[config.mk]
export PLATFORM = sky130hd
export DESIGN_NAME = cos_input_port
export DESIGN_NICKNAME = d
export VERILOG_FILES = /design/src/rtl/cos_pkg.sv /design/src/rtl/cos_sync_stage.sv /design/src/rtl/cos_bank_reduce.sv /design/src/rtl/cos_status.sv /design/src/rtl/cos_input_port.sv
export SDC_FILE = /design/constraint.sdc
export NUM_CORES = 1
export LEC_CHECK = 0
export BUFFER_PORTS_ARGS = -buffer_cell sky130_fd_sc_hd__buf_2
export CAP_MARGIN = 20
export CORE_UTILIZATION = 60
export DETAILED_ROUTE_END_ITERATION = 16
export GPL_ROUTABILITY_DRIVEN = 0
export PLACE_DENSITY_LB_ADDON = 0.05
export SLEW_MARGIN = 15
export SYNTH_ARGS = -nofsm -noshare
export SYNTH_HDL_FRONTEND = slang
export SYNTH_SLANG_ARGS = --single-unit
[constraint.sdc]
create_clock -name clk -period 4.9 [get_ports clk]
set_clock_uncertainty 0.1 [all_clocks]
set_input_delay 0.245 -clock clk [delete_from_list [all_inputs] [get_ports clk]]
set_output_delay 0.245 -clock clk [all_outputs]
set_load 0.02 [all_outputs]
[src/rtl/cos_pkg.sv]
package cos_pkg;

    localparam int BANK_W    = 8;
    localparam int NUM_BANKS = 6;
    localparam int ADDR_W    = 3;
    localparam int IN_W      = BANK_W * NUM_BANKS;

    localparam logic [ADDR_W-1:0] OFS_GAP  = 3'd3;
    localparam logic [ADDR_W-1:0] OFS_CTRL = 3'd7;
    localparam int                STAT_PEND_BIT = 6;

    typedef struct packed {
        logic       hit;
        logic [2:0] bank;
    } port_sel_t;

    // Offsets below the gap map straight to banks; offsets above it are shifted down by one.
    function automatic port_sel_t decode_port(logic [ADDR_W-1:0] ofs);
        port_sel_t sel;
        sel.hit  = 1'b0;
        sel.bank = 3'd0;
        if (ofs < OFS_GAP) begin
            sel.hit  = 1'b1;
            sel.bank = ofs;
        end else if (ofs > OFS_GAP && ofs < OFS_CTRL) begin
            sel.hit  = 1'b1;
            sel.bank = ofs - 3'd1;
        end
        return sel;
    endfunction

endpackage

[src/rtl/cos_sync_stage.sv]
module cos_sync_stage #(
    parameter int W = 48
) (
    input  logic         clk,
    input  logic         rst_n,
    input  logic [W-1:0] din,
    output logic [W-1:0] sync,
    output logic [W-1:0] edge_vec
);

    typedef struct packed {
        logic [W-1:0] s1;
        logic [W-1:0] s2;
        logic [W-1:0] prev;
    } sync_t;

    sync_t sync_d, sync_q;

    always_comb begin
        sync_d      = sync_q;
        sync_d.s1   = din;
        sync_d.s2   = sync_q.s1;
        sync_d.prev = sync_q.s2;
    end

    always_ff @(posedge clk or negedge rst_n) begin
        if (!rst_n) begin
            sync_q <= '0;
        end else begin
            sync_q <= sync_d;
        end
    end

    assign sync     = sync_q.s2;
    assign edge_vec = sync_q.s2 ^ sync_q.prev;

endmodule

[src/rtl/cos_bank_reduce.sv]
module cos_bank_reduce #(
    parameter int NB = 6,
    parameter int BW = 8
) (
    input  logic [NB*BW-1:0] edge_vec,
    output logic [NB-1:0]    bank_chg
);

    for (genvar g = 0; g < NB; g++) begin : g_bank
        assign bank_chg[g] = |edge_vec[g*BW +: BW];
    end

endmodule

[src/rtl/cos_status.sv]
module cos_status #(
    parameter int NB = 6
) (
    input  logic          clk,
    input  logic          rst_n,
    input  logic [NB-1:0] bank_chg,
    input  logic          wr_mask,
    input  logic [NB-1:0] mask_in,
    input  logic          rd_ack,
    output logic [NB-1:0] enable_q,
    output logic [NB-1:0] status_q,
    output logic          pending
);

    typedef struct packed {
        logic [NB-1:0] en;
        logic [NB-1:0] st;
    } ctl_t;

    ctl_t ctl_d, ctl_q;
    logic [NB-1:0] kept;
    logic [NB-1:0] fresh;

    always_comb begin
        ctl_d = ctl_q;
        if (wr_mask) begin
            ctl_d.en = mask_in;
        end
        // the acknowledge drops only what was already latched; new edges survive it
        kept     = rd_ack ? '0 : ctl_q.st;
        fresh    = bank_chg & ctl_q.en;
        ctl_d.st = (kept | fresh) & ctl_d.en;
    end

    always_ff @(posedge clk or negedge rst_n) begin
        if (!rst_n) begin
            ctl_q <= '0;
        end else begin
            ctl_q <= ctl_d;
        end
    end

    assign enable_q = ctl_q.en;
    assign status_q = ctl_q.st;
    assign pending  = |ctl_q.st;

endmodule

[src/rtl/cos_input_port.sv]
module cos_input_port
    import cos_pkg::*;
#(
    parameter int NB = NUM_BANKS,
    parameter int BW = BANK_W
) (
    input  logic                 clk,
    input  logic                 rst_n,
    input  logic [NB*BW-1:0]     din,
    input  logic [ADDR_W-1:0]    addr,
    input  logic                 rd_en,
    input  logic                 wr_en,
    input  logic [7:0]           wdata,
    output logic [7:0]           rdata,
    output logic                 irq_n
);

    localparam int TOTAL_W = NB * BW;

    logic [TOTAL_W-1:0] sync;
    logic [TOTAL_W-1:0] edge_vec;
    logic [NB-1:0]      bank_chg;
    logic [NB-1:0]      enable_q;
    logic [NB-1:0]      status_q;
    logic               pending;
    logic               rd_ack;
    logic               wr_mask;
    port_sel_t          sel;
    logic               unused_wdata_bits;

    assign rd_ack  = rd_en && (addr == OFS_CTRL);
    assign wr_mask = wr_en && (addr == OFS_CTRL);
    assign unused_wdata_bits = ^wdata[7:NB];

    cos_sync_stage #(.W(TOTAL_W)) u_sync (
        .clk      (clk),
        .rst_n    (rst_n),
        .din      (din),
        .sync     (sync),
        .edge_vec (edge_vec)
    );

    cos_bank_reduce #(.NB(NB), .BW(BW)) u_reduce (
        .edge_vec (edge_vec),
        .bank_chg (bank_chg)
    );

    cos_status #(.NB(NB)) u_status (
        .clk      (clk),
        .rst_n    (rst_n),
        .bank_chg (bank_chg),
        .wr_mask  (wr_mask),
        .mask_in  (wdata[NB-1:0]),
        .rd_ack   (rd_ack),
        .enable_q (enable_q),
        .status_q (status_q),
        .pending  (pending)
    );

    always_comb begin
        sel   = decode_port(addr);
        rdata = '0;
        if (addr == OFS_CTRL) begin
            rdata[NB-1:0]         = status_q;
            rdata[STAT_PEND_BIT]  = ~pending;
        end else if (sel.hit) begin
            rdata = sync[sel.bank*BW +: BW];
        end
    end

    assign irq_n = ~pending;

endmodule

; ---- Word level (Yosys, flattened, before mapping)
; Cells that the tools add are included.
[op_classes]
addsub = 1
n_mul = 0
div = 0
n_lt_le_gt_ge = 3
eq_ne = 1
n_shift = 1
n_mux = 7
n_bitwise = 5
reduce_logical = 10
[ops]
columns = operator, n
row1 = OR reduction 8 bit, 6
row2 = indexed part select 48 x 7 -> 8 bit, 1
row3 = bitwise XOR 48 bit, 1
row4 = bitwise AND 6 bit, 2
row5 = two-way mux 6 bit, 2
row6 = two-way mux 4 bit, 2
row7 = two-way mux 8 bit, 1
row8 = two-way mux 7 bit, 1
row9 = bitwise OR 6 bit, 1
row10 = OR reduction 6 bit, 1
row11 = == test 3 bit (second input constant), 1
row12 = greater-than comparator 3 x 2 -> 1 bit (second input constant), 1
row13 = logical AND 1 bit, 3
row14 = less-than comparator 3 x 2 -> 1 bit (second input constant), 1
row15 = less-than comparator 3 bit (second input constant), 1
row16 = subtractor 3 x 1 -> 3 bit (second input constant), 1
row17 = two-way mux 1 bit, 1
row18 = NOT 1 bit, 1
[word_totals]
regBits = 156
latch_bits = 0
ram_bits = 0
rom_bits = 0
inputBits = 63
output_inout_bits = 9
word_cells = 33
memories = 0

; ---- Longest topological paths before layout
[logic_depth]
depth_word = 7
ltp_mapped = 6
ltp_nobuf = 6

; ---- Cells and area by module
; A second synthesis with hierarchy kept.
[unflattened]
cells_unflattened = 476
area_unflattened_um2 = 6142.1
[modules_own_cells]
columns = module, instances, cells_per_inst, area_each_um2, seq_area_each_um2
row1 = cos_sync_stage, 1, 240, 4384.2, 3603.5
row2 = cos_input_port, 1, 175, 1094.8, 0.0
row3 = cos_status, 1, 43, 565.5, 300.3
row4 = cos_bank_reduce, 1, 18, 97.6, 0.0

; ---- Worst setup path before layout
; No wires, ideal clock.
[synth_path]
kind = flip-flop to output port
start = reg u_status.ctl_q (netlist bit u_status.status_q[2])
end = out rdata[6]
t_arrival_ps = 1832
required_time_ps = 4555
slack_ps = 2723
stages_incl_launch_ff = 5
n_path_buf = 0
path_cell_list = dfrtp_1 or4_1 nor3_1 and3_1 a221o_1
[synth_between]
elab_chain_len = 3
[synth_rtl]
columns = item, line_no
row1 = from (decl), cos_status.sv:20  ; ctl_t ctl_d, ctl_q;
row2 = from (signal assigned), cos_status.sv:39  ; ctl_q <= ctl_d;
row3 = OR reduction 6 bit, cos_status.sv:45  ; assign pending = |ctl_q.st;
row4 = NOT 1 bit, -
row5 = named net irq_n, cos_input_port.sv:15  ; output logic irq_n
row6 = two-way mux 7 bit, cos_input_port.sv:63  ; if (addr == OFS_CTRL) begin
row7 = to (decl), cos_input_port.sv:14  ; output logic [7:0] rdata,
; The timed path passes the listed nets, and every way through them passes these cells.

; ---- Worst setup path after layout
[layout_path]
start = in addr[2]
end = out rdata[1]
[layout_between]
elab_chain_len = 7
elab_cells_between_ends = 11
cone_classes = add/sub (1) / order compare (3) / eq/ne (1) / shift (1) / mux (4) / reduce/logical (1)
[layout_rtl]
columns = item, line_no
row1 = from (decl), cos_input_port.sv:10  ; input logic [ADDR_W-1:0] addr,
row2 = greater-than comparator 3 x 2 -> 1 bit / less-than comparator 3 bit (equally long branches), cos_pkg.sv:25  ; end else if (ofs > OFS_GAP && ofs < OFS_CTRL) begin
row3 = logical AND 1 bit, cos_pkg.sv:25
row4 = two-way mux 4 bit, cos_pkg.sv:25
row5 = two-way mux 4 bit, cos_pkg.sv:22  ; if (ofs < OFS_GAP) begin
row6 = indexed part select 48 x 7 -> 8 bit, cos_input_port.sv:67  ; rdata = sync[sel.bank*BW +: BW];
row7 = two-way mux 8 bit, cos_input_port.sv:66  ; end else if (sel.hit) begin
row8 = two-way mux 7 bit *, cos_input_port.sv:63
; Every way passes the cells marked *; elsewhere a longest branch is shown, timed or not.

==> impl_metrics.ini <==
[yosys]
yosys.cell_types.count = 31
synthesis.instances = 317
synthesis.area_sq_mm = 0.00521
yosysWarningCount = 0
post_synth_net_total = 382
syn_avg_cell_area_sq_um = 16.4
synth-seq-area-share_pct = 74.9
postSynthRegisterBits = 156

[clock_tree]
clkSlewWorstSetupHoldPaths_ps = 60
cts_repair_resize_count = 0
clock_sink_count = 156
clkLatencyLatePin_ps = 520
cts_tree = yes
clockBufferDepth = 2
cts_post_setup_buffers_inserted = 0
cts_buffers = 17
h-tree-depth = 4
clockRootBuffer = sky130_fd_sc_hd__clkbuf_8

[die]
initial_util_pct = 62.8
die_w_um = 95.2
die_area_sq_mm = 0.00906
core_area_sq_mm = 0.00830
fp-row-count = 33
floorplan.io_pins = 72
die_extent_in_y_um = 95.2

[sta]
worst_slew_pin_slew_ps = 1080
fin_setup_tns_ps = 0
finalHoldViolCount = 0
drv_slew = 0
grt_setup_unrepaired = no
max_slew_margin_pct = 28.3
final.period_utilization_pct = 60.0
worst_hold_slack_ps = 224
fmaxAchievable_mhz = 340
timing.final.setup_violations = 0
period_needed_ps = 2940

[final_layout]
nNetsFinal = 521
syn2layout_area_growth_pct = 30.9
finalInstanceArea_sq_mm = 0.00682
drive_gt1_share_pct = 24.5
insertedDiodeCount = 0

[worst_setup_path]
worst_ep_required_time_ps = 4550
cp_data_arrival_time_ps = 2600
crit_path_end_kind = primary output
worst-path-max-fanout = 18
setup.worst_path.start_class = input pin
timing.reg2reg.setup_slack_ps = 3550
worst-setup-path-type = input pin to primary output

[power_and_ir_drop]
vdd_drop_max_mv = 0.316
leakage_nw = 3.07
fin_total_pwr_mw = 2.98
cellPowerDensity_mw_per_mm2 = 437

[global_routing]
first_pass_grt_wire_length_mm = 16.3
initial_antenna_violation_count = 0
vias_in_the_first_global_route = 3239
pin_count_of_the_biggest_net_entering_global_routing = 101
global_route.usage.total_pct = 25.4
grt-ovfl-total = 0

[placement]
placed_area_sq_mm = 0.00567
dpl.hpwl_mm = 5.86
port-buffer-count = 69

[drt]
route.final.wire_length_mm = 10.2
via_per_inst = 5.33
vias = 3058
drc = 0
drtPass1Iterations = 5
route.antenna.remaining_nets = 0
detail_route.iter0.violations = 111
drt-wirelength-per-cell_um = 17.7

[job]
maxCapViolCount = 0

[run_status]
run_status = completed

[hold_path]
hold_path_class = input pin to flop
==> cells in the mapped netlist, drive strengths merged <==
cell type | count | area share (%)
nand3b | 1 | 0.14
mux2 | 8 | 1.7
a21oi | 3 | 0.36
xnor2 | 48 | 8.1
buf | 2 | 0.43
a22o | 1 | 0.17
nor4b | 1 | 0.17
o21ai | 3 | 0.29
nor2 | 6 | 0.43
nor3b | 2 | 0.38
a31oi | 4 | 0.48
nand2 | 21 | 1.5
mux4 | 8 | 3.9
a221o | 7 | 1.3
and3 | 8 | 0.96
and4b | 1 | 0.19
clkbuf | 3 | 0.22
inv | 3 | 0.22
dfrtp | 156 | 75
a21boi | 3 | 0.43
nor3 | 6 | 0.58
or4 | 1 | 0.14
nand3 | 2 | 0.19
ha | 2 | 0.48
a211oi | 5 | 0.82
nand4 | 12 | 1.4
==> power breakdown <==
part	leakage, nW	internal (mW)	switching, mW	total (mW)
Sequential	1.83	1.37	0.0531	1.42
Clock	0.289	0.760	0.555	1.32
Combinational	0.950	0.127	0.120	0.246
==> repair_timing <==
item,CTS,global route
endpoints found under the setup margin,0,0
hold buffers,55,0
hold endpoints to repair,159,0
==> final timing paths <==
| path | from | endpoint | cells after the start |
|---|---|---|---|
| worst max-delay path | addr[2] | rdata[1] | 6 |
| worst min-delay path | wr_en | u_status.enable_q[3] | 4 |
| worst max register to register | u_sync.sync[44] | u_status.status_q[5] | 4 |
| worst min register to register | u_sync.sync_d[72] | u_sync.sync[24] | 0 |
| max in group asynchronous | rst_n | u_sync.sync_q[21] | 3 |
| min in group asynchronous | rst_n | u_sync.sync_q[33] | 2 |
==> routing by layer <==
metal | wire, um | global-route usage [%] | up-vias
met2 | 5250 | 42.9 | 99
met5 | 0 | 0 | -
li1 | - | - | 1391
met3 | 469 | 6.62 | 12
met1 | 4340 | 31.9 | 1556
met4 | 129 | 8.84 | 0
==> metrics by stage <==
stage	std cells	util, %	worst slack [ps]
2_1_floorplan	317	-	2720
3_3_place_gp	487	68.3	2020
3_5_place_dp	487	68.3	1970
4_1_cts	574	82.2	1950
5_1_grt	574	82.2	1840
6_report	574	82.2	1960
==> cell usage in the layout (no fill, tap or decap), types with 2 or more instances in the layout <==
master,n
sky130_fd_sc_hd__inv_1,3
sky130_fd_sc_hd__and3_1,8
sky130_fd_sc_hd__clkbuf_8,2
sky130_fd_sc_hd__ha_1,2
sky130_fd_sc_hd__bufinv_16,2
sky130_fd_sc_hd__nand3_1,2
sky130_fd_sc_hd__inv_8,4
sky130_fd_sc_hd__a221o_1,7
sky130_fd_sc_hd__a21boi_0,3
sky130_fd_sc_hd__nand4_1,12
sky130_fd_sc_hd__a211oi_1,4
sky130_fd_sc_hd__a31oi_1,4
sky130_fd_sc_hd__nand2_1,21
sky130_fd_sc_hd__dfrtp_1,156
sky130_fd_sc_hd__mux4_2,2
sky130_fd_sc_hd__mux4_1,6
sky130_fd_sc_hd__nor2_1,6
sky130_fd_sc_hd__buf_2,68
sky130_fd_sc_hd__dlygate4sd3_1,55
sky130_fd_sc_hd__clkinvlp_4,3
sky130_fd_sc_hd__a21oi_1,2
sky130_fd_sc_hd__xnor2_1,48
sky130_fd_sc_hd__mux2_2,8
sky130_fd_sc_hd__nor3_1,6
sky130_fd_sc_hd__inv_6,3
sky130_fd_sc_hd__clkbuf_16,16
sky130_fd_sc_hd__o21ai_0,2
==> layout make-up <==
class | instances | area (sq um)
Clock buffer | 18 | 428
Clock inverter | 14 | 175
Fill cell | 435 | 1480
Inverter | 3 | 11.3
Multi-Input combinational cell | 153 | 1260
Sequential cell | 156 | 3900
Tap cell | 105 | 131
Timing Repair Buffer | 125 | 910
==> flip-flops by register name, summed over array words and instances (netlist names) <==
register	flops
u_sync.sync	48
u_sync.sync_d	48
u_sync.sync_q	48
u_status.enable_q	6
u_status.status_q	6
==> logic make-up (layout without fill, tap and decap cells) <==
| family | count (synthesis) | after routing | synth area share, % |
|---|---|---|---|
| muxes | 16 | 16 | 5.62 |
| and+or+nand+nor | 61 | 61 | 6.15 |
| DFF | 156 | 156 | 74.9 |
| buffers and inverters | 8 | 160 | 0.864 |
| adders and majority gates | 2 | 2 | 0.480 |
| AOI/OAI and AO/OA | 26 | 26 | 3.89 |
| xor gates and xnor gates | 48 | 48 | 8.07 |
==> worst max-delay path, cell delays in order <==
cell and delay (ps):
sky130_fd_sc_hd__buf_2 260, sky130_fd_sc_hd__nor3b_2 90, sky130_fd_sc_hd__a21oi_2 780, sky130_fd_sc_hd__mux4_1 700, sky130_fd_sc_hd__a221o_1 330, sky130_fd_sc_hd__buf_2 170
No activity file was read; power rests on OpenSTA's default activity.
